$ cat src/rtl/lsq_match_pkg.sv
package lsq_match_pkg;
  localparam int OFF_W   = 4;
  localparam int LANES   = 1 << OFF_W;
  localparam int BAND_HI = 11;
  localparam int BAND_W  = BAND_HI - OFF_W + 1;
  localparam int TAG_W   = 5;
  localparam int TAG_LO  = BAND_HI + 1;
  localparam int FOLD_HI = TAG_LO + 2 * TAG_W - 1;
  localparam int LEN_W   = OFF_W + 1;

  typedef enum logic [1:0] {
    SZ_BYTE  = 2'b00,
    SZ_HALF  = 2'b01,
    SZ_WORD  = 2'b10,
    SZ_DWORD = 2'b11
  } acc_size_e;

  typedef struct packed {
    logic              live;
    logic              spill;
    logic [BAND_W-1:0] band;
    logic [TAG_W-1:0]  tag;
    logic [LANES-1:0]  lanes;
  } op_key_t;
endpackage

$ cat src/rtl/op_keygen.sv
module op_keygen
  import lsq_match_pkg::*;
#(
  parameter int ADDR_W = 64
) (
  input  logic              valid,
  input  logic [ADDR_W-1:0] addr,
  input  logic [1:0]        size,
  output op_key_t           key
);
  localparam int RUN_W = 2 * LANES;

  logic [OFF_W-1:0] off;
  logic [LEN_W-1:0] nbytes;
  logic [LEN_W:0]   span;
  logic [RUN_W-1:0] run;
  logic             unused_hi;

  assign unused_hi = ^addr[ADDR_W-1:FOLD_HI+1];

  always_comb begin
    off    = addr[OFF_W-1:0];
    nbytes = LEN_W'(1) << size;
    span   = {2'b00, off} + {1'b0, nbytes};
    run    = ((RUN_W'(1) << nbytes) - RUN_W'(1)) << off;
    key.live  = valid;
    key.spill = span > (LEN_W + 1)'(LANES);
    key.band  = addr[BAND_HI:OFF_W];
    key.tag   = addr[TAG_LO+TAG_W-1:TAG_LO] ^ addr[FOLD_HI:TAG_LO+TAG_W];
    key.lanes = run[LANES-1:0];
  end
endmodule

$ cat src/rtl/pair_judge.sv
module pair_judge
  import lsq_match_pkg::*;
(
  input  op_key_t key_a,
  input  op_key_t key_b,
  output logic    hit
);
  logic near;
  logic overlap;

  always_comb begin
    near    = (key_a.band == key_b.band) && (key_a.tag == key_b.tag);
    overlap = |(key_a.lanes & key_b.lanes);
    hit     = key_a.live && key_b.live &&
              (key_a.spill || key_b.spill || (near && overlap));
  end
endmodule

$ cat src/rtl/hit_matrix_reg.sv
module hit_matrix_reg #(
  parameter int W = 64
) (
  input  logic         clk,
  input  logic         rst,
  input  logic [W-1:0] d,
  output logic [W-1:0] q
);
  always_ff @(posedge clk) begin
    if (rst) q <= '0;
    else     q <= d;
  end

  AST_RESET_CLEAR: assert property (@(posedge clk) $past(rst) |-> (q == '0));
endmodule

$ cat src/rtl/lsq_overlap_matrix.sv
module lsq_overlap_matrix
  import lsq_match_pkg::*;
#(
  parameter int N_LD   = 4,
  parameter int N_ST   = 4,
  parameter int ADDR_W = 64
) (
  input  logic                             clk,
  input  logic                             rst,
  input  logic [N_LD+N_ST-1:0]             op_valid,
  input  logic [(N_LD+N_ST)*ADDR_W-1:0]    op_addr,
  input  logic [(N_LD+N_ST)*2-1:0]         op_size,
  output logic [(N_LD+N_ST)*(N_LD+N_ST)-1:0] hit_matrix
);
  localparam int N_OPS = N_LD + N_ST;
  localparam int M_W   = N_OPS * N_OPS;

  op_key_t          key [N_OPS];
  logic [M_W-1:0]   hit_next;

  for (genvar k = 0; k < N_OPS; k++) begin : g_key
    op_keygen #(.ADDR_W(ADDR_W)) u_key (
      .valid (op_valid[k]),
      .addr  (op_addr[k*ADDR_W +: ADDR_W]),
      .size  (op_size[k*2 +: 2]),
      .key   (key[k])
    );
  end

  for (genvar i = 0; i < N_OPS; i++) begin : g_row
    for (genvar j = 0; j < N_OPS; j++) begin : g_col
      if (i == j) begin : g_diag
        assign hit_next[i*N_OPS+j] = 1'b0;
      end else begin : g_pair
        pair_judge u_pair (
          .key_a (key[i]),
          .key_b (key[j]),
          .hit   (hit_next[i*N_OPS+j])
        );

        AST_SYMMETRIC: assert property (@(posedge clk) disable iff (rst)
          hit_matrix[i*N_OPS+j] == hit_matrix[j*N_OPS+i]);
        AST_SPILL_ROW: assert property (@(posedge clk) disable iff (rst)
          (key[i].live && key[j].live && key[i].spill) |=> hit_matrix[i*N_OPS+j]);
        AST_BAND_GATE: assert property (@(posedge clk) disable iff (rst)
          (!key[i].spill && !key[j].spill && key[i].band != key[j].band)
          |=> !hit_matrix[i*N_OPS+j]);
        AST_TAG_GATE: assert property (@(posedge clk) disable iff (rst)
          (!key[i].spill && !key[j].spill && key[i].tag != key[j].tag)
          |=> !hit_matrix[i*N_OPS+j]);
        AST_SAME_ADDR: assert property (@(posedge clk) disable iff (rst)
          (op_valid[i] && op_valid[j] &&
           op_addr[i*ADDR_W +: ADDR_W] == op_addr[j*ADDR_W +: ADDR_W])
          |=> hit_matrix[i*N_OPS+j]);
      end
    end

    AST_DIAG_ZERO: assert property (@(posedge clk) disable iff (rst)
      !hit_matrix[i*N_OPS+i]);
    AST_DEAD_ROW: assert property (@(posedge clk) disable iff (rst)
      !op_valid[i] |=> (hit_matrix[i*N_OPS +: N_OPS] == '0));
  end

  hit_matrix_reg #(.W(M_W)) u_mreg (
    .clk (clk),
    .rst (rst),
    .d   (hit_next),
    .q   (hit_matrix)
  );
endmodule

$ cat config.mk
export PLATFORM = sky130hd
export DESIGN_NAME = lsq_overlap_matrix
export DESIGN_NICKNAME = d
export VERILOG_FILES = /design/src/rtl/lsq_match_pkg.sv /design/src/rtl/op_keygen.sv /design/src/rtl/pair_judge.sv /design/src/rtl/hit_matrix_reg.sv /design/src/rtl/lsq_overlap_matrix.sv
export SDC_FILE = /design/constraint.sdc
export NUM_CORES = 1
export LEC_CHECK = 0
export ABC_AREA = 1
export CAP_MARGIN = 40
export CORE_AREA = 2 2 232 234
export DETAILED_ROUTE_END_ITERATION = 8
export DIE_AREA = 0 0 234 236
export GPL_TIMING_DRIVEN = 0
export PLACE_DENSITY_LB_ADDON = 0.1
export SLEW_MARGIN = 20
export SYNTH_ARGS = -nofsm -noshare
export SYNTH_HDL_FRONTEND = slang
export SYNTH_SLANG_ARGS = --single-unit
$ cat constraint.sdc
create_clock -name clk -period 2.6 [get_ports clk]
set_input_delay 0.65 -clock clk [delete_from_list [all_inputs] [get_ports clk]]
set_output_delay 0.65 -clock clk [all_outputs]
set_load 0.03 [all_outputs]
==> results.yml, run 1 <==
timing:
  setup_tns_ps: 0
  slew_violations: 0
  hold_violations: 0
  whs_ps: 966
  layout_worst_path_cycle_share: 0.980
  worstMarginPinSlew_ps: 755
  finalWorstSetupSlack_ps: 51.7
  setup_violations: 0
  post-route-min-period_ps: 2550
  fmax_ghz: 0.392
  slew_headroom: 0.497
cells_and_area:
  final_cell_mix: "935 x nand2_1, 365 x nor2_1, 252 x nand3_1"
  top_register: "u_mreg.q"
  nNetsFinal: 3702
  largest_register_ffs: 28
  areaGrowthSynthToFinish_pct: 37.3
  final_area_sq_mm: 0.0201
  num-fill-cells: 5922
  top_regs: "u_mreg.q x28"
  drive_gt1_frac: 0.174
  final_common_cell: "nand2_1"
synth:
  synth-seq-cells: 28
  synth.distinct_cells: 53
  synth_warnings: 0
  syn_area_per_cell_sq_um: 5.18
  syn_area_sq_mm: 0.0147
  synthCells: 2828
  synth_seq_area_share: 0.0382
route:
  drc: 0
  drt-initial-drc-count: 1997
  first_pass_iters: 6
  dr_total_vias: 19716
  drt-total-wl_mm: 75.3
  antenna_left: 0
  via_per_inst: 5.18
  wl_per_cell_um: 19.8
global_route:
  grt_pass1_vias: 18383
  grt_pass1_wl_mm: 111
  antenna_found_initial: 2
  grt_max_degree: 17
  grtUsageTotal: 0.260
  grt.overflow.total: 0
clock_network:
  tritoncts: "yes"
  clock-sinks: 28
  clock_path_buffers: 2
  cts_root_buf: "clkbuf_16"
  htree_levels: 1
  clk_pin_slew_ps: 80
  cts-buffers-inserted: 3
floorplan:
  pin_count: 602
  start_util: 0.276
  die_w_um: 234
  fp.dieH_um: 236
  die_area_sq_mm: 0.0552
  core_area_sq_mm: 0.0531
  rows: 85
place:
  hpwl_mm: 60.0
  io_buffer_count: 193
  placed_cell_area_sq_mm: 0.0176
  dp_slack_ps: -1200
  gp_congestion: 0.982
power_and_ir_drop:
  powerDensity_mw_per_mm2: 265
  power_leakage_nw: 9.44
  irDropWorstVdd_v: 0.000219
worst_hold_path:
  hp-class: "primary input to flip-flop"
  whs_path_depth: 3
  min-delay-start: "op_valid[6]"
  hold_end: "u_mreg.q[55]"
run_status:
  status: "completed"
setup_path:
  crit_type: "primary input to flip-flop"
  critical_path.startpoint_type: "primary input"
  arrival_ps: 2740
  cp.required_ps: 2790
  end_kind: "flip-flop"
  cp_max_fo: 8
run:
  max-cap-violations: 0
==> layout make-up <==
class / count / area (sq um) / area share
Clock inverter: 1 / 30.0 / 0.00149
Antenna cell: 2 / 5.00 / 0.000249
Clock buffer: 3 / 75.1 / 0.00373
Sequential cell: 28 / 561 / 0.0278
Inverter: 256 / 1000 / 0.0497
Timing Repair Buffer: 271 / 2710 / 0.134
Tap cell: 696 / 871 / 0.0433
Multi-Input combinational cell: 2418 / 14100 / 0.700
Buffer: 131 / 798 / 0.0397
==> timing repair <==
| action | 4_1_cts | 5_1_grt |
|---|---|---|
| pin swaps | 37 | 38 |
| hold buffers | 0 | 0 |
| endpoints found under the setup margin | 28 | 28 |
| hold endpoints to repair | 0 | 0 |
| resized for setup | 314 | 209 |
| setup buffers | 41 | 25 |
==> worst max-delay path by stage <==
| stage | startpoint | endpoint | slack (ps) |
|---|---|---|---|
| 6_report | op_addr[141] | u_mreg.q[16] | 50 |
| 3_5_place_dp | op_size[14] | u_mreg.q[59] | -1200 |
| 3_3_place_gp | op_size[14] | u_mreg.q[59] | -1160 |
| 2_1_floorplan | op_size[4] | u_mreg.q[17] | 210 |
| 4_1_cts | op_addr[193] | u_mreg.q[43] | 1 |
| 5_1_grt | op_size[2] | u_mreg.q[57] | -7 |
==> routing by layer <==
layer | share of wire | GRT usage | vias to the layer above
met5 | 0 | 0 | -
met1 | 0.43 | 0.353 | 9299
met2 | 0.48 | 0.443 | 794
met3 | 0.060 | 0.0170 | 108
met4 | 0.029 | 0.0698 | 0
li1 | - | - | 9515
==> synthesized netlist by cell type, drive strengths merged <==
library cell  instances  area (sq um)
nand2              1002          3790
o21bai                2          18.8
o2111ai               2          17.5
nand3b                2          15.0
o211ai                4          30.0
nand3               295          1490
ha                   47           588
o221ai                1          8.76
or2                   8          50.1
o31ai                 1          7.51
xor2                116          1040
xnor2               149          1490
a21boi                5          37.5
nor2                440          1720
nor2b                 1          6.26
buf                  72           467
a21oi                70           444
o21a                  1          7.51
and2                  1          6.26
nor4                 37           231
nor3                 49           267
inv                 252           946
and3                  2          12.5
clkbuf               61           234
fa                    8           160
o22ai                26           163
clkinv                4          15.0
a21o                  2          15.0
o21ai                67           373
dfxtp                28           561
o32ai                 1          8.76
nand4                70           438
conb                  1          3.75
a22oi                 1          7.51
==> cells by family (layout without fill, tap and decap cells) <==
family,count (synthesis),in the layout,share of synthesized area
AO/OA/AOI/OAI,183,183,0.0777
XOR/XNOR,265,265,0.172
adder cells (fa/ha/maj),55,55,0.0510
buffers and inverters,389,662,0.113
flip-flops,28,28,0.0382
other,1,10,0.000256
AND/OR/NAND/NOR,1907,1907,0.547
==> power by group <==
part	internal [mW]	switching (mW)	leakage, nW
logic	1.61	2.81	9.16
clock network	0.307	0.155	0.0511
registers	0.444	0.0120	0.227
==> worst max-delay path: stages <==
cell and delay, ps:
clkdlybuf4s50_1 490, xnor2_4 410, inv_1 120, nor2_1 130, o22ai_1 130, nand3b_1 220, nor3_2 340, nand2_1 100
a21oi_1 130
==> per-stage QoR <==
| stage | std cells | total power [mW] | util |
|---|---|---|---|
| after global routing | 3804 | 5.70 | 0.379 |
| after detailed placement | 3736 | 4.24 | 0.332 |
| after global placement | 3724 | 4.19 | 0.330 |
| after floorplan | 2835 | 2.89 | - |
| after CTS | 3780 | 5.07 | 0.362 |
| final | 3806 | 5.34 | 0.379 |
Note: power is estimated with default switching activity, not from simulation.
==> inputs of run 2 (changes only) <==
--- a/config.mk
+++ b/config.mk
@@ -7,9 +7,9 @@
 export LEC_CHECK = 0
 export ABC_AREA = 1
 export CAP_MARGIN = 40
-export CORE_AREA = 2 2 232 234
+export CORE_AREA = 4 4 234 236
 export DETAILED_ROUTE_END_ITERATION = 8
-export DIE_AREA = 0 0 234 236
+export DIE_AREA = 0 0 238 240
 export GPL_TIMING_DRIVEN = 0
 export PLACE_DENSITY_LB_ADDON = 0.1
 export SLEW_MARGIN = 20
==> run 2 against run 1 <==
Combinational power about the same. Wire length up 1.4%. Total power up 0.74%. First-iteration DRC count down 8.6%. Clock power up 8.4%. Critical endpoint is now u_mreg.q[34]. Highest routed layer is now met5.
==> results.yml, run 2 (synthesis gave the netlist of run 1 again) <==
cells_and_area:
  top_regs: "u_mreg.q x28"
  drive_gt1_frac: 0.179
  top_register: "u_mreg.q"
  nNetsFinal: 3723
  layoutNonFillerInstCount: 3818
  final_common_cell: "nand2_1"
  areaGrowthSynthToFinish_pct: 37.0
  largest_register_ffs: 28
  num-fill-cells: 5785
  final_cell_mix: "939 x nand2_1, 357 x nor2_1, 251 x nand3_1"
global_route:
  grt_pass1_vias: 18503
  grt_pass1_wl_mm: 112
  grtUsageTotal: 0.250
  grt.overflow.total: 0
  antenna_found_initial: 4
  grt_max_degree: 17
place:
  place_inst: 3732
  gp_congestion: 0.958
  io_buffer_count: 193
  dp_slack_ps: -1060
  hpwl_mm: 60.6
worst_hold_path:
  hp-class: "primary input to flip-flop"
floorplan:
  start_util: 0.280
  pin_count: 602
  core_area_sq_mm: 0.0524
  die_area_sq_mm: 0.0571
  rows: 84
  die_w_um: 238
  fp.dieH_um: 240
setup_path:
  cp.required_ps: 2770
  end_kind: "flip-flop"
  cp_max_fo: 6
  critical_path.startpoint_type: "primary input"
  arrival_ps: 2720
  crit_type: "primary input to flip-flop"
run:
  max-cap-violations: 0
clock_network:
  clock-sinks: 28
  cts_root_buf: "clkbuf_16"
  ctsHoldBuffers: 0
  cts-buffers-inserted: 3
  clock_path_buffers: 2
  clk_pin_slew_ps: 90
  tritoncts: "yes"
  htree_levels: 1
power_and_ir_drop:
  p_total_mw: 5.38
  irDropWorstVdd_v: 0.000253
  power_leakage_nw: 9.52
  powerDensity_mw_per_mm2: 268
timing:
  setup_tns_ps: 0
  worstMarginPinSlew_ps: 728
  setup_violations: 0
  rsz0062_at_grt: "true"
  layout_worst_path_cycle_share: 0.982
  slew_violations: 0
  post-route-min-period_ps: 2550
  hold_violations: 0
  slew_headroom: 0.512
  finalWorstSetupSlack_ps: 48.0
  fmax_ghz: 0.392
route:
  drc: 0
  first_pass_iters: 7
  antenna_left: 0
  dr_total_vias: 19823
  drt-initial-drc-count: 1825
  via_per_inst: 5.19
  wl_per_cell_um: 20.0
  drt-total-wl_mm: 76.4
run_status:
  status: "completed"
[run 2: cell types whose count changed in the layout (fill, tap and decap cells not counted), moves of 4 or more]
cell	before	now
nand2_1	935	939
nor3_2	8	4
dlygate4sd2_1	10	6
nor2_2	29	40
buf_12	18	11
nor3_4	3	7
nand2_2	55	50
clkdlybuf4s50_1	156	160
buf_4	91	120
nand3_2	34	38
nor2_1	365	357
[run 2: cell type report]
| type | instances | area (sq um) | share of cell area |
|---|---|---|---|
| Clock buffer | 3 | 75.1 | 0.00374 |
| Multi-Input combinational cell | 2418 | 14000 | 0.697 |
| Buffer | 132 | 798 | 0.0398 |
| Antenna cell | 1 | 2.50 | 0.000125 |
| Tap cell | 688 | 861 | 0.0429 |
| Sequential cell | 28 | 561 | 0.0279 |
| Timing Repair Buffer | 291 | 2760 | 0.138 |
| Clock inverter | 1 | 30.0 | 0.00150 |
| Inverter | 256 | 996 | 0.0496 |
[run 2: metal layers]
layer  GRT usage  wire [um]  vias to the layer above
li1            -          -                     9557
met1       0.348      33200                     9227
met2       0.411      35000                      896
met3      0.0193       5240                      139
met4      0.0797       2850                        4
met5           0         22                        -
[run 2: through the flow]
| step | util | hold WS (ps) | instance area [sq um] |
|---|---|---|---|
| finish | 0.383 | 1020 | 20100 |
| global route | 0.383 | 1010 | 20100 |
| CTS | 0.365 | 1020 | 19100 |
| detailed placement | 0.336 | 1320 | 17600 |
| global placement | 0.333 | 1320 | 17500 |
| floorplan | - | 773 | 14700 |
[run 2: repair_timing]
action	in CTS	in global routing
setup buffers	49	32
resized for setup	281	233
endpoints found under the setup margin	28	28
pin swaps	41	40
cloned	0	1
[run 2: worst paths after layout]
check | start | to | depth (start not counted)
setup / recovery | op_addr[259] | u_mreg.q[34] | 13
hold / removal | op_valid[6] | u_mreg.q[55] | 3
[run 2: power by group]
| part | total [mW] | switching, mW | internal [mW] |
|---|---|---|---|
| Clock | 0.501 | 0.192 | 0.309 |
| Sequential | 0.457 | 0.0132 | 0.444 |
| Combinational | 4.42 | 2.80 | 1.61 |
| Total | 5.38 | 3.01 | 2.37 |
[run 2: critical path, cell delays in order]
cell and delay, ps:
clkdlybuf4s50_1 500, buf_6 160, clkinvlp_4 190, buf_4 210, nand2_2 110, clkinvlp_4 150, buf_12 160, nand2_1 60
nand3_1 80, nor2_1 120, nand3_1 130, nand2_1 100, a21oi_1 90
